==> config.mk <==
export PLATFORM = sky130hd
export DESIGN_NAME = mem_exp_top
export DESIGN_NICKNAME = d
export VERILOG_FILES = /design/src/rtl/mem_exp_pkg.sv /design/src/rtl/mem_exp_decoder.sv /design/src/rtl/mem_exp_bank.sv /design/src/rtl/mem_exp_seq.sv /design/src/rtl/mem_exp_top.sv
export SDC_FILE = /design/constraint.sdc
export NUM_CORES = 1
export LEC_CHECK = 0
export ABC_CLOCK_PERIOD_IN_PS = 2000
export CAP_MARGIN = 25
export CELL_PAD_IN_SITES_DETAIL_PLACEMENT = 0
export CELL_PAD_IN_SITES_GLOBAL_PLACEMENT = 1
export CORE_AREA = 2 2 335 337
export DETAILED_ROUTE_END_ITERATION = 6
export DIE_AREA = 0 0 337 339
export PLACE_DENSITY_LB_ADDON = 0.1
export SLEW_MARGIN = 15
export SYNTH_ARGS = -nofsm -noshare
export SYNTH_HDL_FRONTEND = slang
export SYNTH_SLANG_ARGS = --single-unit
==> constraint.sdc <==
create_clock -name clk -period 2 [get_ports clk]
set_input_delay 0.2 -clock clk [delete_from_list [all_inputs] [get_ports clk]]
set_output_delay 0.2 -clock clk [all_outputs]
set_load 0.01 [all_outputs]
==> src/rtl/mem_exp_pkg.sv <==
package mem_exp_pkg;

    // Read-return sequencer states
    typedef enum logic [0:0] {
        RSEQ_IDLE   = 1'b0,
        RSEQ_RETURN = 1'b1
    } rseq_state_t;

endpackage

==> src/rtl/mem_exp_decoder.sv <==
module mem_exp_decoder #(
    parameter int NUM_OUT = 4,
    parameter int SEL_W   = $clog2(NUM_OUT)
) (
    input  logic               en,
    input  logic [SEL_W-1:0]   sel,
    output logic [NUM_OUT-1:0] onehot
);

    // Gated binary-to-one-hot: no output active while disabled
    for (genvar i = 0; i < NUM_OUT; i++) begin : g_out
        assign onehot[i] = en && (sel == SEL_W'(i));
    end

endmodule

==> src/rtl/mem_exp_bank.sv <==
module mem_exp_bank #(
    parameter int AW = 4,
    parameter int DW = 8
) (
    input  logic          clk,
    input  logic          rst_n,
    input  logic          cs,
    input  logic          we,
    input  logic [AW-1:0] a,
    input  logic [DW-1:0] d,
    output logic [DW-1:0] q
);

    localparam int DEPTH = 1 << AW;

    logic [DW-1:0] cells [DEPTH];

    // Synchronous single-port behavioural RAM, registered read
    always_ff @(posedge clk or negedge rst_n) begin
        if (!rst_n) begin
            for (int i = 0; i < DEPTH; i++) begin
                cells[i] <= '0;
            end
            q <= '0;
        end else if (cs) begin
            if (we) begin
                cells[a] <= d;
            end else begin
                q <= cells[a];
            end
        end
    end

endmodule

==> src/rtl/mem_exp_seq.sv <==
module mem_exp_seq
    import mem_exp_pkg::*;
#(
    parameter int SEL_W = 2
) (
    input  logic             clk,
    input  logic             rst_n,
    input  logic             mem_en,
    input  logic             wr_en,
    input  logic [SEL_W-1:0] row_sel,
    output logic             out_live,
    output logic [SEL_W-1:0] out_row
);

    rseq_state_t state_q, state_d;
    logic [SEL_W-1:0] row_q;

    always_comb begin
        state_d = (mem_en && !wr_en) ? RSEQ_RETURN : RSEQ_IDLE;
    end

    // State register with captured row of the pending read
    always_ff @(posedge clk or negedge rst_n) begin
        if (!rst_n) begin
            state_q <= RSEQ_IDLE;
            row_q   <= '0;
        end else begin
            state_q <= state_d;
            if (state_d == RSEQ_RETURN) begin
                row_q <= row_sel;
            end
        end
    end

    // Outputs decoded from the state
    always_comb begin
        out_live = 1'b0;
        out_row  = row_q;
        unique case (state_q)
            RSEQ_IDLE:   out_live = 1'b0;
            RSEQ_RETURN: out_live = 1'b1;
            default:     out_live = 1'b0;
        endcase
    end

endmodule

==> src/rtl/mem_exp_top.sv <==
module mem_exp_top #(
    parameter int BANK_AW   = 4,
    parameter int NUM_ROWS  = 4,
    parameter int LANE_W    = 8,
    parameter int NUM_LANES = 2,
    parameter int SEL_W     = $clog2(NUM_ROWS),
    parameter int ADDR_W    = SEL_W + BANK_AW,
    parameter int DATA_W    = LANE_W * NUM_LANES
) (
    input  logic              clk,
    input  logic              rst_n,
    input  logic              mem_en,
    input  logic              wr_en,
    input  logic [ADDR_W-1:0] addr,
    input  logic [DATA_W-1:0] wdata,
    output logic [DATA_W-1:0] rdata
);

    logic [SEL_W-1:0]                 row_sel;
    logic [BANK_AW-1:0]               bank_addr;
    logic [NUM_ROWS-1:0]              bank_cs;
    logic [NUM_ROWS-1:0][DATA_W-1:0]  row_rd;
    logic                             out_live;
    logic [SEL_W-1:0]                 out_row;

    assign row_sel   = addr[ADDR_W-1 -: SEL_W];
    assign bank_addr = addr[BANK_AW-1:0];

    mem_exp_decoder #(
        .NUM_OUT (NUM_ROWS),
        .SEL_W   (SEL_W)
    ) u_dec (
        .en     (mem_en),
        .sel    (row_sel),
        .onehot (bank_cs)
    );

    // Grid: rows extend depth, lanes extend width
    for (genvar r = 0; r < NUM_ROWS; r++) begin : g_row
        for (genvar l = 0; l < NUM_LANES; l++) begin : g_lane
            mem_exp_bank #(
                .AW (BANK_AW),
                .DW (LANE_W)
            ) u_bank (
                .clk   (clk),
                .rst_n (rst_n),
                .cs    (bank_cs[r]),
                .we    (wr_en),
                .a     (bank_addr),
                .d     (wdata[l*LANE_W +: LANE_W]),
                .q     (row_rd[r][l*LANE_W +: LANE_W])
            );
        end
    end

    mem_exp_seq #(
        .SEL_W (SEL_W)
    ) u_seq (
        .clk      (clk),
        .rst_n    (rst_n),
        .mem_en   (mem_en),
        .wr_en    (wr_en),
        .row_sel  (row_sel),
        .out_live (out_live),
        .out_row  (out_row)
    );

    assign rdata = out_live ? row_rd[out_row] : '0;

endmodule

# [Word level (Yosys, flattened, before mapping)]
# Index checks and enable logic that the tools add are counted.
[classes] n_reduce_logical=16 magnitude_cmp=3 bitwise_logic=3 n_eq_ne=3 n_mux=39
[ops] operator="$bwmux W128" count=8
[ops] operator="$bmux W8 S4" count=8
[ops] operator="$mux W8" count=17
[ops] operator="$bmux W16 S2" count=1
[ops] operator="$demux W8 S4" count=1
[ops] operator="$mux W16" count=2
[ops] operator="$reduce_and A2 Y1" count=8
[ops] operator="$logic_and A1 B1 Y1" count=6
[ops] operator="$ge A5 B5 Y1 const B" count=1
[ops] operator="$lt A5 B1 Y1 const B" count=1
[ops] operator="$not A4 Y5" count=1
[ops] operator="$eq A2 B2 Y1 const B" count=2
[ops] operator="$lt A2 B3 Y1 const B" count=1
[ops] operator="$eq A2 B1 Y1 const B" count=1
[ops] operator="$logic_not A2 Y1" count=1
[ops] operator="$not A1 Y1" count=2
[ops] operator="$pmux W1 S2" count=1
[ops] operator="$logic_not A1 Y1" count=1
[ops] operator="$mux W1" count=1
[word_totals] reg_bits=1091 out_inout_bits=16

# [Logic depth before layout (Yosys ltp)]
# Gate-level depths: netlist of run 1.
[logic_depth] ltp_word=6 mapped_depth=8

# [Modules after synthesis]
# A second synthesis of run 1 with hierarchy kept.
[hier_totals] hier_cells=3267 hier_area_um2=50758.7
[modules_own_cells] mod="mem_exp_bank" area_each_um2=6259.8 n_inst=8 cells_per_inst=400 seq_area_each_um2=3403.3
[modules_own_cells] mod="mem_exp_top" area_each_um2=524.3 n_inst=1 cells_per_inst=57 seq_area_each_um2=0.0
[modules_own_cells] mod="mem_exp_seq" area_each_um2=118.9 n_inst=1 cells_per_inst=6 seq_area_each_um2=75.1
[modules_own_cells] mod="mem_exp_decoder" area_each_um2=37.5 n_inst=1 cells_per_inst=4 seq_area_each_um2=0.0

# [Worst setup path after synthesis of run 1]
# Ideal clock, no wire load.
[synth_path] path_kind="in2reg" startpoint="input port addr[5]" endpoint="register g_row[0].g_lane[0].u_bank.cells[13] in the netlist's numbering" required_ns=1.875 cell_stages=6 arrival_time_ns=1.648 setup_slack_ns=0.228 path_buffers=2 setup_time_ns=0.125 cell_sequence="buf_2 > nor2b_1 > nand2_2 > nor3_2 > buf_4 > mux2_2"
[synth_via] elab_chain_len=3
[synth_rtl] item="start: declaration" line="mem_exp_top.sv:14" rtl="input logic [ADDR_W-1:0] addr,"
[synth_rtl] item="$logic_not A2 Y1" line="mem_exp_decoder.sv:12" rtl="assign onehot[i] = en && (sel == SEL_W'(i));"
[synth_rtl] item="$logic_and A1 B1 Y1" line="mem_exp_decoder.sv:12"
[synth_rtl] item="$reduce_and A2 Y1 (no line)"
[synth_rtl] item="end signal: indexed assignment" line="mem_exp_bank.sv:22" rtl="cells[i] <= '0;"
[synth_rtl] item="end signal: indexed assignment" line="mem_exp_bank.sv:27" rtl="cells[a] <= d;"
[synth_rtl] item="end: declaration" line="mem_exp_bank.sv:16" rtl="logic [DW-1:0] cells [DEPTH];"
# No other way between the ends.
# A chain may end at the register's enable or synchronous reset.

# [Worst setup path in the final report of run 1]
[layout_path] startpoint="register u_seq.row_q[0] (netlist: u_seq.out_row[0])" endpoint="output port rdata[6]"
[layout_via] elab_chain_len=3
[layout_rtl] item="start: declaration" line="mem_exp_seq.sv:16" rtl="logic [SEL_W-1:0] row_q;"
[layout_rtl] item="start signal: assignment" line="mem_exp_seq.sv:30" rtl="row_q <= row_sel;"
[layout_rtl] item="$bmux W16 S2" line="mem_exp_top.sv:68" rtl="assign rdata = out_live ? row_rd[out_row] : '0;"
[layout_rtl] item="$mux W16 (implied by the code)" line="mem_exp_top.sv:68"
[layout_rtl] item="$mux W16" line="mem_exp_top.sv:68"
[layout_rtl] item="end: declaration" line="mem_exp_top.sv:16" rtl="output logic [DATA_W-1:0] rdata"
# No other way between the ends. The select of a mux whose other input is x is not followed.

==> run metrics, run 1 <==
Fmax around 0.42 GHz; Leak roughly 28 nW; Commonest cells post-synth dfrtp_1, mux2_2, mux2i_1, clkbuf_1, nor2_1; Mapped Cells ~3500; Num CTS Buffers between 100 and 150; top-count cell post-synth dfrtp_1; part of the cycle the worst path needs 120%; Die Ht between 300 and 400 um; headroom to the max-slew limit between 30% and 40%; CTS Root Buffer Type clkbuf_16; I/O Pins 42; min-delay worst type input pin to flip-flop; crit path DAT 2200 ps; Period minus WS final 2400 ps; CP endpoint rdata[6]; endpoints failing hold 0; Final #Nets 3685; synth top area cells dfrtp_1, mux2_2, mux2i_1; Ys Warns 0; cell family contributing the most delay on the critical path multiplexers; dpl ws -560 ps; worst clock skew approximately 33 ps; P&R area growth vs syn 18.4%; total track usage between 20% and 30%; cell row count around 120; CP max FO 5; Post-synth ARST share 100%; Post-synth EDFFs 0; # setup viols final 16; CTS sink cnt 1091; initial antenna violation count 5; core area between 100000 and 150000 um^2; Avg Vias per Cell 5.73; nature of the critical path endpoint output port; CP Class flip-flop to output port; R2R Path Start g_row[2].g_lane[0].u_bank.cells[83]; CTS Buffer Depth 3; Slowest-stage cell, CP mux4_2; layout cells sized above 1 a little under half; R2R cell count 3; DRT Pass-1 Iters 5; Placer Congestion between 0.8 and 0.9; instance count on the critical path 4; Post-synth top flop dfrtp_1; Slew @ Worst Pin 950 ps; reg-to-reg slack, setup 300 ps; Peak VDD IR 0.796 mV; port bufs a little over 40; post-route setup slack -403 ps; Clock H-tree levels 3; area leader, netlist dfrtp_1; vias in the first global route about 32000; Power Dens Cells 915 nW/um^2; GRT overflow 0; Post-Syn Nets between 3000 and 4000; first-pass GRT wire length approximately 210 mm; Starting Density ~45%; Post-DP HPWL approximately 90 mm; TritonCTS clock tree done; Slowest Stage Delay on Critical Path ~500 ps; clk slew on worst S/H paths approximately 60 ps; Layout Utilization 53.0%; routed vias about 30000; largest net degree at the start of global routing 98; max cap viols 0; Syn Std Cell Area around 50000 um^2; final wirelength between 100 and 150 mm; syn avg cell area 14.2 um^2; Unique masters post-synth 32; register area share after synthesis a little under three fifths; failing checks negative setup slack; Residual DRC 0; die width roughly 340 um; run status finished, violations left; RSZ-0062 raised after global routing yes; crit path cell chain buf_16 -> mux4_2 -> and2_4 -> buf_6; TNS Setup -5930 ps; CP Buf/Inv Count 2; Slew Viols, Final 0; reg-to-reg endpoint g_row[2].g_lane[0].u_bank.q[3]; violation count after the first detailed-route iteration approximately 1700; DR WL/cell around 27 um; flops & latches, synth ~1100; Req. time, crit path 1800 ps; top cell type's share of synthesized area 55.3%; clock latency on the worst-skew pair 720 ps; crit path launch u_seq.out_row[0]; critical path launch point type flip-flop; Detail Route Antenna Nets 0; full die area between 100000 and 150000 um^2
[kinds of logic (layout without fill, tap and decap cells)]
family	after synthesis	after routing	share of synthesized area, %
AND/OR/NAND/NOR	252	252	2.53
flip-flops	1091	1091	55.3
buffers and inverters	322	603	3.08
multiplexers	1490	1490	34.8
AO/OA/AOI/OAI	320	320	4.22
other	0	1	0
[layout by cell type (no fill, tap or decap), types with 36 or more instances in the layout]
master | synthesis | layout
mux2i_1 | 384 | 384
clkbuf_16 | 0 | 120
o21ai_0 | 64 | 64
o22ai_1 | 128 | 128
a31oi_1 | 64 | 64
buf_12 | 0 | 136
buf_4 | 48 | 202
mux2_2 | 1026 | 1026
nor2_1 | 137 | 135
a221oi_1 | 64 | 64
clkbuf_8 | 0 | 36
mux4_2 | 80 | 80
dfrtp_1 | 1091 | 1090
[stage by stage]
step                power, W  instance area, um^2  hold slack [ps]  instances
floorplan             0.0288                49400            -95.6       3475
global placement      0.0312                54300              119       5021
detailed placement    0.0316                54300              123       5022
CTS                   0.0541                58400             96.8       5244
global route          0.0556                58400              127       5244
finish                0.0535                58400              125       5245
[layout make-up]
type / instances / area, um^2
multi-input combinational: 2062 / 20600
clock inverter: 34 / 405
antenna: 1 / 2.50
inverter: 1 / 3.75
sequential: 1091 / 27300
tap: 1488 / 1860
fill: 9115 / 51900
timing repair buffer: 383 / 4650
clock buffer: 185 / 3610
[repair_timing]
item	4_1_cts	5_1_grt
endpoints found under the hold margin	419	0
endpoints found under the setup margin	16	16
pin swaps	8	0
gates cloned	1	0
buffers inserted	0	0
resized for setup	115	0
hold buffers	2	0
[flip-flops by register name (all words and copies together), names as in the netlist]
register and cells:
g_row.g_lane.u_bank.cells 1024, u_seq.out_row 2, g_row.g_lane.u_bank.q 64, u_seq.state_q 1
[worst min-delay path by stage]
stage,slack (ps),to,from,cells past startpoint
4_1_cts,100,g_row[2].g_lane[1].u_bank.cells[104],wdata[8],3
6_report,120,g_row[2].g_lane[1].u_bank.cells[104],wdata[8],3
3_3_place_gp,120,g_row[0].g_lane[1].u_bank.cells[105],rst_n,1
5_1_grt,130,g_row[2].g_lane[1].u_bank.cells[104],wdata[8],3
2_1_floorplan,-100,g_row[0].g_lane[0].u_bank.cells[0],rst_n,0
3_5_place_dp,120,g_row[0].g_lane[1].u_bank.cells[107],rst_n,1
[per-layer routing]
metal / wire (um) / global-route usage, % / vias to the layer above
met5: 0 / 0 / -
met2: 66900 / 40.5 / 585
met3: 5460 / 3.48 / 208
li1: - / - / 13200
met1: 62700 / 34.2 / 16100
met4: 4590 / 8.05 / 0
[where the power goes]
part	leakage [nW]	switching [W]	internal [W]
Combinational	11.4	0.00294	0.00305
Clock	1.98	0.00898	0.0132
Sequential	14.7	0.00122	0.0241
Total	28.1	0.0131	0.0403
[tightest hold or removal path, cell delays in order]
cell and delay (ps):
buf_2 100, buf_12 280, mux2_2 220
(Power assumes the default switching activity.)
==> run 2, diff against run 1 <==
- CORE_AREA: 2 2 335 337 -> 2 2 339 341
- DIE_AREA: 0 0 337 339 -> 0 0 341 343
- SYNTH_HIERARCHICAL: not set -> 1
==> run metrics, run 2 <==
run status finished, violations left; failing checks negative setup slack; part of the cycle the worst path needs 111%; Slew Viols, Final 0; CTS Buffer Depth 3; cell row count roughly 120; total track usage between 20 and 25%; Syn Std Cell Area around 51000 um^2; Final #Nets approximately 3600; die width ~340 um; CP Class flip-flop to output port; I/O Pins 42; final hold slack roughly 110 ps; Cell Area, Placed ~57000 um^2; top cell type's share of synthesized area 53.8%; RSZ-0062 raised after global routing yes; register bank with the most flops g_row.g_lane.u_bank/cells; dpl ws -501 ps; crit path DAT around 2000 ps; Leak about 29 nW; largest net degree at the start of global routing slightly below 90; Ys Warns 6; layout cells sized above 1 55.5%; port bufs just over 40; final instance area 60800 um^2; core area roughly 110000 um^2; Slew @ Worst Pin roughly 990 ps; TritonCTS clock tree done; Post-synth top flop dfrtp_1; violation count after the first detailed-route iteration 1674; synth top area cells dfrtp_1, mux2_2, mux4_2; placed cells approximately 5000; full die area about 120000 um^2; headroom to the max-slew limit approximately 34%; Cell Count, Final, Fillers Out between 5000 and 6000; GRT overflow 0; worst clock skew around 20 ps; Post-synth ARST share 100%; DR WL/cell about 25 um; max cap viols 0; reg-to-reg endpoint g_row[3].g_lane[0].u_bank/q[6]; Residual DRC 0; # setup viols final 16; Period minus WS final roughly 2200 ps; final wirelength approximately 130 mm; Post-synth EDFFs 0; Peak VDD IR about 0.77 mV; most common cell after layout, fill and taps aside dfrtp_1; most frequent cells in the layout dfrtp_1, mux2_2, buf_4; max reg flops around 1000; Post-Syn Nets between 3000 and 4000; Clock H-tree levels 3; Post-DP HPWL between 80 and 90 mm; crit path launch u_seq/out_row[1]; vias in the first global route 32800; initial antenna violation count 1; Num CTS Buffers approximately 120; area leader, netlist dfrtp_1; DRT Pass-1 Iters 5; min-delay worst type input pin to flip-flop; CTS Root Buffer Type clkbuf_16; CTS sink cnt about 1100; Starting Density between 40% and 50%; Commonest cells post-synth dfrtp_1, mux2_2, mux4_2, mux2i_1, mux2_4; Avg Vias per Cell 5.64; reg-to-reg slack, setup around 500 ps; flops & latches, synth roughly 1100; clk slew on worst S/H paths approximately 60 ps; syn avg cell area around 16 um^2; P&R area growth vs syn 19.8%; first-pass GRT wire length just over 200 mm; critical path launch point type flip-flop; top-count cell post-synth dfrtp_1; nature of the critical path endpoint output port; CP max FO 5; Fmax about 0.45 GHz; R2R cell count 3; Detail Route Antenna Nets 0; Req. time, crit path between 1500 and 2000 ps; routed vias 29400; Power Dens Cells about 900 nW/um^2; R2R Path Start g_row[3].g_lane[0].u_bank/cells[6]; CP endpoint rdata[9]; Hold Path Depth 2; Die Ht 343 um; post-route setup slack -226 ps; Mapped Cells 3267; Unique masters post-synth 36; clock latency on the worst-skew pair between 700 and 800 ps; Pwr Total around 0.054 W; register area share after synthesis about 54%; endpoints failing hold 0; Placer Congestion between 0.8 and 0.9; n_diodes 0
-- run 2: worst min path at each step --
stage | end | startpoint | slack (ps)
after detailed placement | g_row[0].g_lane[0].u_bank/cells[46] | rst_n | 160
after global routing | g_row[1].g_lane[0].u_bank/cells[120] | wdata[0] | 70
after global placement | g_row[0].g_lane[0].u_bank/cells[63] | rst_n | 160
after CTS | g_row[0].g_lane[0].u_bank/cells[20] | wdata[4] | 50
after floorplan | g_row[0].g_lane[0].u_bank/cells[0] | rst_n | -100
final | g_row[1].g_lane[0].u_bank/cells[88] | wdata[0] | 110
-- run 2: final cells by class --
| type | count | area (um^2) |
|---|---|---|
| clock buffer | 178 | 3510 |
| tap | 1512 | 1890 |
| clock inverter | 41 | 505 |
| timing repair buffer | 435 | 5190 |
| fill | 9199 | 52600 |
| sequential | 1091 | 27300 |
| multi-input combinational | 1961 | 22400 |
-- run 2: kinds of logic (layout without fill, tap and decap cells) --
group,after synthesis,count (layout),share of synthesized area [%]
multiplexers,1378,1378,35.4
AND/OR/NAND/NOR,375,375,4.99
buffers and inverters,215,654,2.47
AO/OA/AOI/OAI,208,208,3.35
flip-flops,1091,1091,53.8
-- run 2: repair_timing --
| action | in CTS | in global routing |
|---|---|---|
| setup buffers | 4 | 0 |
| gates resized for setup | 99 | 9 |
| hold buffers | 5 | 0 |
| cloned | 2 | 0 |
| endpoints found under the hold margin | 431 | 0 |
| pin swaps | 13 | 1 |
| setup endpoints to repair | 16 | 16 |
-- run 2: power by group --
group | internal, W | switching, W | total (W)
combinational | 0.00336 | 0.00303 | 0.00639
sequential | 0.0240 | 0.00115 | 0.0252
clock | 0.0132 | 0.00906 | 0.0223
-- run 2: metal layers --
layer	global-route usage [%]	routed length (um)	vias up
li1	-	-	12900
met1	30.1	56600	15800
met2	37.6	63600	483
met3	3.31	4100	242
met4	8.25	4730	0
met5	0	0	-
-- run 2: critical path: stages, from the launching register on --
cell and delay [ps]:
dfrtp_2 420, buf_12 150, buf_16 150, mux2i_4 210, o22ai_2 210, buf_2 180
-- run 2: through the flow --
step                util, %  TNS [ps]
floorplan                 -         0
CTS                    53.6     -3730
finish                 53.6     -2960
global route           53.6     -4260
detailed placement     49.8   -325270
global placement       49.8   -326320
